$ cat src/rtl/wcc_pkg.sv
package wcc_pkg;

    typedef enum logic [2:0] {
        ST_IDLE,
        ST_ADDR,
        ST_INSTR,
        ST_WDATA,
        ST_RDATA,
        ST_HOLD
    } st_t;

    localparam logic [3:0] TYPE_ID     = 4'b0101;
    localparam logic [3:0] OP_RD_WCR   = 4'b1001;
    localparam logic [3:0] OP_WR_WCR   = 4'b1010;
    localparam logic [3:0] OP_RD_DR    = 4'b1011;
    localparam logic [3:0] OP_WR_DR    = 4'b1100;
    localparam logic [3:0] OP_DR2WCR   = 4'b1101;
    localparam logic [3:0] OP_WCR2DR   = 4'b1110;
    localparam logic [3:0] OP_G_DR2WCR = 4'b0001;
    localparam logic [3:0] OP_G_WCR2DR = 4'b1000;

    function automatic logic op_known(input logic [3:0] op);
        case (op)
            OP_RD_WCR, OP_WR_WCR, OP_RD_DR, OP_WR_DR,
            OP_DR2WCR, OP_WCR2DR, OP_G_DR2WCR, OP_G_WCR2DR: op_known = 1'b1;
            default: op_known = 1'b0;
        endcase
    endfunction

    // ins field: {opcode[3:0], r1, r0, pot}
    typedef struct packed {
        st_t        st;
        logic [3:0] cnt;
        logic [7:0] sh;
        logic [6:0] ins;
        logic       pull;
        logic       pend;
        logic       pend_wcr;
        logic       pend_glb;
        logic       pend_pot;
        logic [1:0] pend_idx;
        logic [7:0] pend_val;
    } ctl_t;

endpackage

$ cat src/rtl/wcc_line_sync.sv
module wcc_line_sync #(
    parameter int STAGES = 2
) (
    input  logic clk,
    input  logic rst_n,
    input  logic scl_i,
    input  logic sda_i,
    output logic scl_o,
    output logic sda_o,
    output logic scl_rise_o,
    output logic scl_fall_o,
    output logic start_o,
    output logic stop_o
);
    localparam int DEPTH = STAGES + 1;

    logic [DEPTH-1:0] scl_d, scl_q, sda_d, sda_q;

    always_comb begin
        scl_d = {scl_q[DEPTH-2:0], scl_i};
        sda_d = {sda_q[DEPTH-2:0], sda_i};
    end

    always_ff @(posedge clk or negedge rst_n) begin
        if (!rst_n) begin
            scl_q <= '1;
            sda_q <= '1;
        end else begin
            scl_q <= scl_d;
            sda_q <= sda_d;
        end
    end

    logic scl_now, scl_prev, sda_now, sda_prev;
    assign scl_now  = scl_q[STAGES-1];
    assign scl_prev = scl_q[STAGES];
    assign sda_now  = sda_q[STAGES-1];
    assign sda_prev = sda_q[STAGES];

    assign scl_o      = scl_now;
    assign sda_o      = sda_now;
    assign scl_rise_o = scl_now & ~scl_prev;
    assign scl_fall_o = ~scl_now & scl_prev;
    assign start_o    = scl_now & scl_prev & ~sda_now & sda_prev;
    assign stop_o     = scl_now & scl_prev & sda_now & ~sda_prev;

endmodule

$ cat src/rtl/wcc_store.sv
module wcc_store #(
    parameter int WIPER_W      = 6,
    parameter int NPOT         = 2,
    parameter int NREG         = 4,
    parameter int WRITE_CYCLES = 500000
) (
    input  logic                      clk,
    input  logic                      rst_n,
    input  logic [NPOT-1:0]           wcr_ld_i,
    input  logic                      wcr_from_dr_i,
    input  logic [WIPER_W-1:0]        wcr_val_i,
    input  logic [$clog2(NREG)-1:0]   dr_idx_i,
    input  logic [NPOT-1:0]           nv_en_i,
    input  logic                      nv_from_wcr_i,
    input  logic [WIPER_W-1:0]        nv_val_i,
    input  logic [$clog2(NPOT)-1:0]   rd_pot_i,
    input  logic [$clog2(NREG)-1:0]   rd_idx_i,
    output logic [WIPER_W-1:0]        rd_wcr_o,
    output logic [WIPER_W-1:0]        rd_dr_o,
    output logic                      busy_o,
    output logic [NPOT*WIPER_W-1:0]   wcr_o
);
    localparam int CW = $clog2(WRITE_CYCLES + 1);

    logic [NPOT*NREG*WIPER_W-1:0] dr_all;

    for (genvar p = 0; p < NPOT; p++) begin : g_pot
        logic [WIPER_W-1:0] wcr_d, wcr_q;
        logic [WIPER_W-1:0] dr_d [NREG];
        logic [WIPER_W-1:0] dr_q [NREG];

        always_comb begin
            wcr_d = wcr_q;
            if (wcr_ld_i[p]) wcr_d = wcr_from_dr_i ? dr_q[dr_idx_i] : wcr_val_i;
            dr_d = dr_q;
            if (nv_en_i[p]) dr_d[dr_idx_i] = nv_from_wcr_i ? wcr_q : nv_val_i;
        end

        always_ff @(posedge clk or negedge rst_n) begin
            if (!rst_n) begin
                wcr_q <= '0;
                for (int r = 0; r < NREG; r++) dr_q[r] <= '0;
            end else begin
                wcr_q <= wcr_d;
                dr_q  <= dr_d;
            end
        end

        assign wcr_o[p*WIPER_W +: WIPER_W] = wcr_q;
        for (genvar r = 0; r < NREG; r++) begin : g_reg
            assign dr_all[(p*NREG+r)*WIPER_W +: WIPER_W] = dr_q[r];
        end
    end

    assign rd_wcr_o = wcr_o[rd_pot_i*WIPER_W +: WIPER_W];
    assign rd_dr_o  = dr_all[(rd_pot_i*NREG + rd_idx_i)*WIPER_W +: WIPER_W];

    logic [CW-1:0] tmr_d, tmr_q;

    always_comb begin
        tmr_d = tmr_q;
        if (|nv_en_i)          tmr_d = CW'(WRITE_CYCLES);
        else if (tmr_q != '0)  tmr_d = tmr_q - 1'b1;
    end

    always_ff @(posedge clk or negedge rst_n) begin
        if (!rst_n) tmr_q <= '0;
        else        tmr_q <= tmr_d;
    end

    assign busy_o = (tmr_q != '0);

    // the controller never commits a write while the timer runs
    a_r10_commit_only_idle: assert property (@(posedge clk) disable iff (!rst_n)
        (|nv_en_i) |-> !busy_o);

    // the timer drains by one each cycle
    a_r10_timer_drains: assert property (@(posedge clk) disable iff (!rst_n)
        (busy_o && !(|nv_en_i)) |=> (tmr_q == $past(tmr_q) - 1'b1));

    // wipers move only on a load request
    a_r6_wiper_holds: assert property (@(posedge clk) disable iff (!rst_n)
        (wcr_ld_i == '0) |=> $stable(wcr_o));

endmodule

$ cat src/rtl/wiper_cmd_ctrl.sv
module wiper_cmd_ctrl #(
    parameter int WIPER_W      = 6,
    parameter int NREG         = 4,
    parameter int WRITE_CYCLES = 500000,
    parameter int SYNC_STAGES  = 2
) (
    input  logic               clk,
    input  logic               rst_n,
    input  logic               scl_i,
    input  logic               sda_i,
    output logic               sda_pull_o,
    input  logic [3:0]         dev_addr_i,
    input  logic               wp_n_i,
    output logic [WIPER_W-1:0] wiper0_o,
    output logic [WIPER_W-1:0] wiper1_o
);
    import wcc_pkg::*;

    localparam int NPOT = 2;

    logic scl_s, sda_s, scl_rise, scl_fall, start, stop;

    wcc_line_sync #(.STAGES(SYNC_STAGES)) i_sync (
        .clk(clk), .rst_n(rst_n), .scl_i(scl_i), .sda_i(sda_i),
        .scl_o(scl_s), .sda_o(sda_s), .scl_rise_o(scl_rise),
        .scl_fall_o(scl_fall), .start_o(start), .stop_o(stop)
    );

    logic [NPOT-1:0]    wcr_ld, nv_en;
    logic               wcr_from_dr, nv_from_wcr, busy;
    logic [WIPER_W-1:0] wcr_val, nv_val, rd_wcr, rd_dr;
    logic [1:0]         dr_idx;
    logic [NPOT*WIPER_W-1:0] wcr_all;

    ctl_t q, d;

    logic [3:0] opc;
    logic [1:0] sel_idx;
    logic       pot;
    logic [7:0] tx;

    assign opc     = q.ins[6:3];
    assign sel_idx = {q.ins[1], q.ins[2]};   // code 00->0, 10->1, 01->2, 11->3
    assign pot     = q.ins[0];

    wcc_store #(.WIPER_W(WIPER_W), .NPOT(NPOT), .NREG(NREG),
                .WRITE_CYCLES(WRITE_CYCLES)) i_store (
        .clk(clk), .rst_n(rst_n),
        .wcr_ld_i(wcr_ld), .wcr_from_dr_i(wcr_from_dr), .wcr_val_i(wcr_val),
        .dr_idx_i(dr_idx), .nv_en_i(nv_en), .nv_from_wcr_i(nv_from_wcr),
        .nv_val_i(nv_val), .rd_pot_i(pot), .rd_idx_i(sel_idx),
        .rd_wcr_o(rd_wcr), .rd_dr_o(rd_dr), .busy_o(busy), .wcr_o(wcr_all)
    );

    always_comb begin
        d           = q;
        wcr_ld      = '0;
        wcr_from_dr = 1'b0;
        wcr_val     = q.sh[WIPER_W-1:0];
        nv_en       = '0;
        nv_from_wcr = q.pend_wcr;
        nv_val      = q.pend_val[WIPER_W-1:0];
        dr_idx      = sel_idx;
        tx          = 8'((opc == OP_RD_WCR) ? rd_wcr : rd_dr);

        if (start) begin
            d.st   = ST_ADDR;
            d.cnt  = '0;
            d.sh   = '0;
            d.pull = 1'b0;
            d.pend = 1'b0;
        end else if (stop) begin
            d.st   = ST_IDLE;
            d.pull = 1'b0;
            d.pend = 1'b0;
            if (q.pend && wp_n_i) begin
                nv_en  = q.pend_glb ? 2'b11 : (q.pend_pot ? 2'b10 : 2'b01);
                dr_idx = q.pend_idx;
            end
        end else begin
            case (q.st)
                ST_ADDR, ST_INSTR, ST_WDATA: begin
                    if (scl_rise && q.cnt < 4'd8) begin
                        d.sh  = {q.sh[6:0], sda_s};
                        d.cnt = q.cnt + 1'b1;
                    end
                    if (scl_fall && q.cnt == 4'd8) begin
                        d.cnt = 4'd9;
                        case (q.st)
                            ST_ADDR:  d.pull = (q.sh[7:4] == TYPE_ID) &&
                                               (q.sh[3:0] == dev_addr_i) && !busy;
                            ST_INSTR: begin
                                d.pull = op_known(q.sh[7:4]) && !q.sh[1];
                                d.ins  = {q.sh[7:2], q.sh[0]};
                            end
                            default:  d.pull = 1'b1;
                        endcase
                        if (!d.pull) d.st = ST_HOLD;
                    end
                    if (scl_fall && q.cnt == 4'd9) begin
                        d.pull = 1'b0;
                        d.cnt  = '0;
                        d.sh   = '0;
                        d.st   = ST_HOLD;
                        if (q.st == ST_ADDR) begin
                            d.st = ST_INSTR;
                        end else if (q.st == ST_INSTR) begin
                            case (opc)
                                OP_RD_WCR, OP_RD_DR: begin
                                    d.st   = ST_RDATA;
                                    d.sh   = tx;
                                    d.pull = ~tx[7];
                                end
                                OP_WR_WCR, OP_WR_DR: d.st = ST_WDATA;
                                OP_DR2WCR: begin
                                    wcr_ld      = pot ? 2'b10 : 2'b01;
                                    wcr_from_dr = 1'b1;
                                end
                                OP_G_DR2WCR: begin
                                    wcr_ld      = 2'b11;
                                    wcr_from_dr = 1'b1;
                                end
                                default: begin   // wiper to data register forms
                                    d.pend     = 1'b1;
                                    d.pend_wcr = 1'b1;
                                    d.pend_glb = (opc == OP_G_WCR2DR);
                                    d.pend_pot = pot;
                                    d.pend_idx = sel_idx;
                                end
                            endcase
                        end else if (opc == OP_WR_WCR) begin
                            wcr_ld = pot ? 2'b10 : 2'b01;
                        end else begin
                            d.pend     = 1'b1;
                            d.pend_wcr = 1'b0;
                            d.pend_glb = 1'b0;
                            d.pend_pot = pot;
                            d.pend_idx = sel_idx;
                            d.pend_val = q.sh;
                        end
                    end
                end
                ST_RDATA: begin
                    if (scl_rise && q.cnt < 4'd8) d.cnt = q.cnt + 1'b1;
                    if (scl_fall && q.cnt != 4'd0 && q.cnt < 4'd8) begin
                        d.sh   = {q.sh[6:0], 1'b0};
                        d.pull = ~q.sh[6];
                    end
                    if (scl_fall && q.cnt == 4'd8) begin
                        d.pull = 1'b0;
                        d.st   = ST_HOLD;
                    end
                end
                default: ;
            endcase
        end
    end

    always_ff @(posedge clk or negedge rst_n) begin
        if (!rst_n) begin
            q    <= '0;
            q.st <= ST_IDLE;
        end else begin
            q <= d;
        end
    end

    assign sda_pull_o = q.pull;
    assign wiper0_o   = wcr_all[WIPER_W-1:0];
    assign wiper1_o   = wcr_all[2*WIPER_W-1:WIPER_W];

    // an address decided while busy leaves the line released
    a_r10_busy_refuses: assert property (@(posedge clk) disable iff (!rst_n)
        (q.st == ST_ADDR && scl_fall && q.cnt == 4'd8 && busy) |=> !sda_pull_o);

    // a stop always releases the data line
    a_r11_stop_releases: assert property (@(posedge clk) disable iff (!rst_n)
        stop |=> !sda_pull_o);

    // the pull only moves while the clock is low, never in a high phase
    a_r4_pull_steady_high: assert property (@(posedge clk) disable iff (!rst_n)
        (scl_s && !start && !stop) |=> $stable(sda_pull_o));

endmodule

$ cat config.mk
export PLATFORM = sky130hd
export DESIGN_NAME = wiper_cmd_ctrl
export DESIGN_NICKNAME = d
export VERILOG_FILES = /design/src/rtl/wcc_pkg.sv /design/src/rtl/wcc_line_sync.sv /design/src/rtl/wcc_store.sv /design/src/rtl/wiper_cmd_ctrl.sv
export SDC_FILE = /design/constraint.sdc
export NUM_CORES = 1
export LEC_CHECK = 0
export BUFFER_PORTS_ARGS = -buffer_cell sky130_fd_sc_hd__buf_2
export CORE_UTILIZATION = 60
export CTS_CLUSTER_SIZE = 12
export DETAILED_ROUTE_END_ITERATION = 6
export GPL_ROUTABILITY_DRIVEN = 0
export MAX_ROUTING_LAYER = met4
export PLACE_DENSITY = 0.77
export SYNTH_ARGS = -nofsm -noshare
export SYNTH_HDL_FRONTEND = slang
export SYNTH_SLANG_ARGS = --single-unit
$ cat constraint.sdc
create_clock -name clk -period 9 [get_ports clk]
set_input_delay 0.45 -clock clk [delete_from_list [all_inputs] [get_ports clk]]
set_output_delay 0.45 -clock clk [all_outputs]
set_load 0.1 [all_outputs]
Word-level counts from Yosys, hierarchy flattened

Memory sizes are Yosys's and may differ from the RTL's.
Cells that the tools add are included.

Reductions and logical operators: 33
Order comparisons: 3
Bitwise operators: 19
Eq/ne operators: 29
Shift-type cells: 2
Multipliers: 2
Muxes and demuxes: 85
Add/subtract/negate cells: 3

Operators with widths:

| operator                                                                 | count |
|---|---|
| 6-bit two-way mux                                                        | 15 |
| 15-bit two-way mux                                                       | 4 |
| 19-bit two-way mux                                                       | 3 |
| 24-bit bitwise mux                                                       | 2 |
| 48-bit by 33-bit indexed part select with 6-bit output                   | 1 |
| 2-bit two-way mux                                                        | 18 |
| 4-bit == test (second input constant)                                    | 8 |
| 32-bit by 2-bit multiplier with 31-bit output (second input constant)    | 1 |
| 15-bit case mux with 2 select lines                                      | 1 |
| 14-bit two-way mux                                                       | 2 |
| 6-bit binary-select mux with 2-bit select                                | 2 |
| 8-bit two-way mux                                                        | 3 |
| 7-bit two-way mux                                                        | 3 |
| 1-bit two-way mux                                                        | 20 |
| 19-bit nonzero test                                                      | 1 |
| 19-bit by 1-bit subtractor with 19-bit output (second input constant)    | 1 |
| 3-bit two-way mux                                                        | 5 |
| 5-bit by 3-bit inequality test with 1-bit output (second input constant) | 3 |
| 7-bit AND reduction                                                      | 2 |
| 6-bit demux with 2-bit select                                            | 1 |
| 12-bit two-way mux                                                       | 1 |
| 4-bit by 2-bit inequality test with 1-bit output (second input constant) | 3 |
| 4-bit AND reduction                                                      | 3 |
| 12-bit by 5-bit indexed part select with 6-bit output                    | 1 |
| 36 further kinds                                                         | 72 |

Register bits: 122
Word-level logic and storage cells: 201
Memories: 1
Bits in read-only memories: 16
Input bits: 9

Memories:

| name            | depth | bits a word | rd ports | clocked after memory_dff | wr ports | line          | source |
|---|---|---|---|---|---|---|---|
| (no name shown) | 16    | 1           | 1        | 0                        | 0        | wcc_pkg.sv:23 | `case (op)` |

Depth between registers and ports, before layout

Depth in word-level cells: 19
Mapped depth: 10
Mapped depth without buffers: 9

Hierarchy

A second synthesis with hierarchy kept.

Cell total of the unflattened synthesis: 653
Area total of the unflattened synthesis: 6632.6 um^2

By module, submodules not included:

| module         | area an instance (um^2) | times used | cells an instance |
|---|---|---|---|
| wcc_store      | 4171.5                  | 1          | 402 |
| wiper_cmd_ctrl | 2270.9                  | 1          | 241 |
| wcc_line_sync  | 190.2                   | 1          | 10 |

Worst setup path before layout

Ideal clock, no wire load.

Kind: register -> register
Start: register q, in the netlist pot
End: register q[23] (netlist bit)
Clock period less this slack: 3.052 ns
Buffers on the path: 2
Setup slack: 5.948 ns
Library setup time: 0.126 ns
Stages on the path, launching flop included: 10
Arrival time: 2.926 ns
Path through: dfrtp_1 -> buf_2 -> inv_1 -> fa_1 -> clkbuf_1 -> mux4_2 -> mux2_2 -> a21oi_1 -> a22oi_1 -> a221o_1

Cells in the longest elaborated chain, start to end: 11
Elaborated cells between the ends (all ways): 13
Classes of those cells: add/sub: 1; mul: 2; shift: 2; mux: 8

Ends and longest elaborated chain:

| what                                                   | line                  | source |
|---|---|---|
| start, declared                                        | wiper_cmd_ctrl.sv:35  | `ctl_t q, d;` |
| 3-bit by 2-bit adder with 4-bit output                 | wcc_store.sv:56       | `assign rd_dr_o = dr_all[(rd_pot_i*NREG + rd_idx_i)*WIPER_W +: WIPER_W];` |
| 32-bit by 2-bit multiplier with 31-bit output          | wcc_store.sv:56       |  |
| 48-bit by 33-bit indexed part select with 6-bit output | wcc_store.sv:56       |  |
| 6-bit two-way mux *                                    | wiper_cmd_ctrl.sv:64  | `tx = 8'((opc == OP_RD_WCR) ? rd_wcr : rd_dr);` |
| 6-bit two-way mux *                                    | wiper_cmd_ctrl.sv:108 | `case (opc)` |
| 6-bit two-way mux *                                    | wiper_cmd_ctrl.sv:107 | `end else if (q.st == ST_INSTR) begin` |
| 6-bit two-way mux *                                    | wiper_cmd_ctrl.sv:105 | `if (q.st == ST_ADDR) begin` |
| 15-bit two-way mux *                                   | wiper_cmd_ctrl.sv:100 | `if (scl_fall && q.cnt == 4'd9) begin` |
| 15-bit case mux with 2 select lines *                  | wiper_cmd_ctrl.sv:81  | `case (q.st)` |
| 19-bit two-way mux *                                   | wiper_cmd_ctrl.sv:72  | `end else if (stop) begin` |
| 15-bit two-way mux *                                   | wiper_cmd_ctrl.sv:66  | `if (start) begin` |

Every way passes the cells marked *; elsewhere a longest branch is shown, timed or not. The select of a mux whose other input is x is not followed.
A chain may end at the register's enable or synchronous reset.

Worst setup path in the final report

Start: register q[17] (netlist bit)
End: register q[23] (netlist bit)

Cells in the longest elaborated chain, start to end: 11

Ends and longest elaborated chain:

| what                                                   | line |
|---|---|
| 3-bit by 2-bit adder with 4-bit output                 | wcc_store.sv:56 |
| 32-bit by 2-bit multiplier with 31-bit output          | wcc_store.sv:56 |
| 48-bit by 33-bit indexed part select with 6-bit output | wcc_store.sv:56 |
| 6-bit two-way mux                                      | wiper_cmd_ctrl.sv:64 |
| 6-bit two-way mux                                      | wiper_cmd_ctrl.sv:108 |
| 6-bit two-way mux                                      | wiper_cmd_ctrl.sv:107 |
| 6-bit two-way mux                                      | wiper_cmd_ctrl.sv:105 |
| 15-bit two-way mux                                     | wiper_cmd_ctrl.sv:100 |
| 15-bit case mux with 2 select lines                    | wiper_cmd_ctrl.sv:81 |
| 19-bit two-way mux                                     | wiper_cmd_ctrl.sv:72 |
| 15-bit two-way mux                                     | wiper_cmd_ctrl.sv:66 |

Every way passes these cells. The select of a mux whose other input is x is not followed.

==> impl_metrics.toml <==
[outcome]
run_status = "complete, but fails checks"
failing_checks = "DRC"

[die]
fp-row-count = 39
dieWidth_um = 112
ios = 22
coreArea_um2 = 11600
floorplan.die.height_um = 112
dieArea_um2 = 12600
floorplan.initialDensity_pct = 62.7

[sta]
fmax_mhz = 254
timing.final.crit_period_ns = 3.94
timing.final.max_slew_violations = 0
skew_ns = 0.0115
worst_hold_slack_ns = 0.0888
max_slew_margin_pct = 15.8
report.final.setup_viol = 0
totalNegativeSetupSlack_ns = 0
layout_worst_path_cycle_share_pct = 43.7
hold_violations = 0
rsz0062_at_grt = "no"
worst-slew-pin-transition_ns = 1.24

[synthesis]
synth-seq-cells = 120
syn-cell-area_um2 = 7280
yosys_warnings = 0
yosys.cell_count.top_type = "dfrtp_1"
synth.lib_cells_used.distinct = 66
synth_seq_area_share_pct = 41.3
synth_top_cell_by_area = "dfrtp_1"
synth_async_sr_flop_share_pct = 100
syn_area_per_cell_um2 = 9.99
synthCells = 729
syn_nets = 747
synth-main-ff-cell = "dfrtp_1"
yosys-top-cells-area = "dfrtp_1, mux4_2, mux2i_1, nand2_1, a21oi_1"
post_synth_most_frequent_cells = "dfrtp_1, nand2_1, a21oi_1"
synth_enable_flop_cells = 0
synth_top_area_share_pct = 39.2

[power]
power_density_nw_per_um2 = 188
leakage_power_total_nw = 3.27
peak_supply_drop_v = 0.000219

[final_layout]
antenna-diode-count = 0
layout.core_utilization_pct = 69.6
final_net_count = 751
instances_no_fill = 889
nFillCells = 844
area_growth_pct = 11.0
drive_gt1_share_pct = 19.6

[drt]
drc_errors = 1
drt.antenna.violating_nets = 0
detailedRoute.firstIterationViolations = 903
routed_via_density = 6.86
drt_pre_antenna_iters = 7
dr_total_vias = 6102
wire_per_inst_um = 21.9
finalWirelength_um = 19500

[clocking]
clock_tree_from_tritoncts = "done"
ctsLongestPathBuffers = 2
ctsRootBufferMaster = "clkbuf_16"
clock_sinks = 120
cts_hold_buf = 0
clock_latency_ns = 0.44
post_cts_setup_buffer_count = 0
cts-resized-gates = 0
cts_inserted_buffers = 17
htreeDepth = 4
clkSlewWorstSetupHoldPaths_ns = 0.06

[hold_path]
min-delay-path-class = "in2async"

[setup_path]
worst_setup_path_start_kind = "flop"
worst-r2r-setup-slack_ns = 5.06
critical_path.max_fanout = 39
timing.rr.start = "q[17]$_DFFE_PN0P_"
crit_type = "reg2reg"
timing.critical_path.required_ns = 9.32
crit_path_end_kind = "flop"
worstSetupStartpoint = "q[17]$_DFFE_PN0P_"
worst-endpoint-arrival_ns = 4.26

[place]
place_inst = 857
post-dp-hpwl_um = 13600
place.port_buffers = 21

[global_routing]
grt_usage_pct = 34.1
grt_overflow = 0
grt_first_pass_wirelength_um = 31300
antenna_found_initial = 0
grt_max_degree = 62
first_global_vias = 5813

[job]
cap_violations = 0
==> state kept, by name, indices dropped and copies added, names as in the netlist <==
name	count
i_sync.sda_q	3
nv_from_wcr	1
i_store.tmr_q	19
nv_val	6
i_store.g_pot.wcr_q	12
i_sync.scl_q	3
opc	4
sda_pull_o	1
q	22
pot	1
i_store.dr_all	48
==> final timing paths <==
kind | end | depth (start not counted)
max in group asynchronous | nv_val[1]$_DFFE_PN0P_ | 2
worst max-delay path | q[23]$_DFFE_PN0P_ | 8
worst min register to register | i_sync.scl_q[1]$_DFF_PN1_ | 0
min in group clk | i_sync.scl_q[0]$_DFF_PN1_ | 1
worst min-delay path | i_store.tmr_q[6]$_DFFE_PN0P_ | 1
worst max register to register | q[23]$_DFFE_PN0P_ | 8
==> cell usage in the layout (no fill, tap or decap), drive strengths merged, types with 3 or more instances in the layout <==
master    Yosys  routed
o221a        12      12
nor3b         6       6
nor2         64      64
a211oi       12      12
nand2        91      91
ha            8       8
buf          18      29
dfrtp       114     114
clkinv        0       4
nand3b        4       4
nor4         10      10
or3           6       6
a41oi         3       3
clkbuf       26      18
dfstp         6       6
bufinv        0       5
nand2b       10      10
a21o          3       3
o21ai        44      44
xnor2         9       9
nor2b        11      11
or4           9       9
nor4bb        3       3
xor2         12      12
mux2i        42      42
nand3        15      15
and3          4       4
inv          16      18
clkinvlp      0       3
o31ai         3       3
a21oi        66      66
mux2         16      16
nand4b        3       3
nor3         14      14
mux4         34      34
o22ai         4       4
and2          4       4
==> cell families (layout without fill, tap and decap cells) <==
| group | count (synthesis) | after routing | share of synthesized area (%) |
|---|---|---|---|
| simple gates | 262 | 262 | 17.9 |
| compound gates | 165 | 165 | 14.1 |
| flops | 120 | 120 | 41.3 |
| mux | 92 | 92 | 18.9 |
| buf+inv | 60 | 77 | 3.59 |
| xor+xnor | 21 | 21 | 2.52 |
| fa+ha+maj | 9 | 9 | 1.65 |
==> routing by layer <==
metal  vias to the layer above  GRT usage [%]  share of wire (%)
met3                        90           8.05                8.7
met2                       315           52.0                 47
met4                         0           18.1                5.1
met1                      3007           42.5                 39
met5                         -              -                  0
li1                       2690              -                  -
==> where the power goes <==
group | leakage, nW | switching, W | internal, W
logic | 1.46 | 0.0000980 | 0.0000667
registers | 1.51 | 0.0000428 | 0.000562
clock network | 0.307 | 0.000261 | 0.000492
total | 3.27 | 0.000402 | 0.00112
==> per-stage QoR <==
step	power, W	worst slack [ns]	instance area, um^2
final	0.00152	5.06	8090
after floorplan	0.000717	5.95	7280
after CTS	0.00153	5.07	8090
after global routing	0.00157	4.82	8090
after detailed placement	0.000773	5.12	7440
after global placement	0.000767	5.21	7440
==> critical path: stages (launching register included) <==
cell and delay, ns:
dfrtp_2 0.97, ha_1 0.30, inv_1 0.06, fa_1 1.00, mux4_2 0.60, mux2_2 0.28, a21oi_1 0.15, a22oi_1 0.12
a221o_1 0.34
==> cell type report <==
type                            count  area [um^2]  area share (%)
Sequential cell                   120         3010            37.2
Tap cell                          143          179            2.21
Multi-Input combinational cell    549         4020            49.7
Clock inverter                     14          221            2.74
Clock buffer                       18          429            5.31
Timing Repair Buffer               29          168            2.07
Inverter                           16         60.1           0.743
Power figures use the tool's default switching activity.
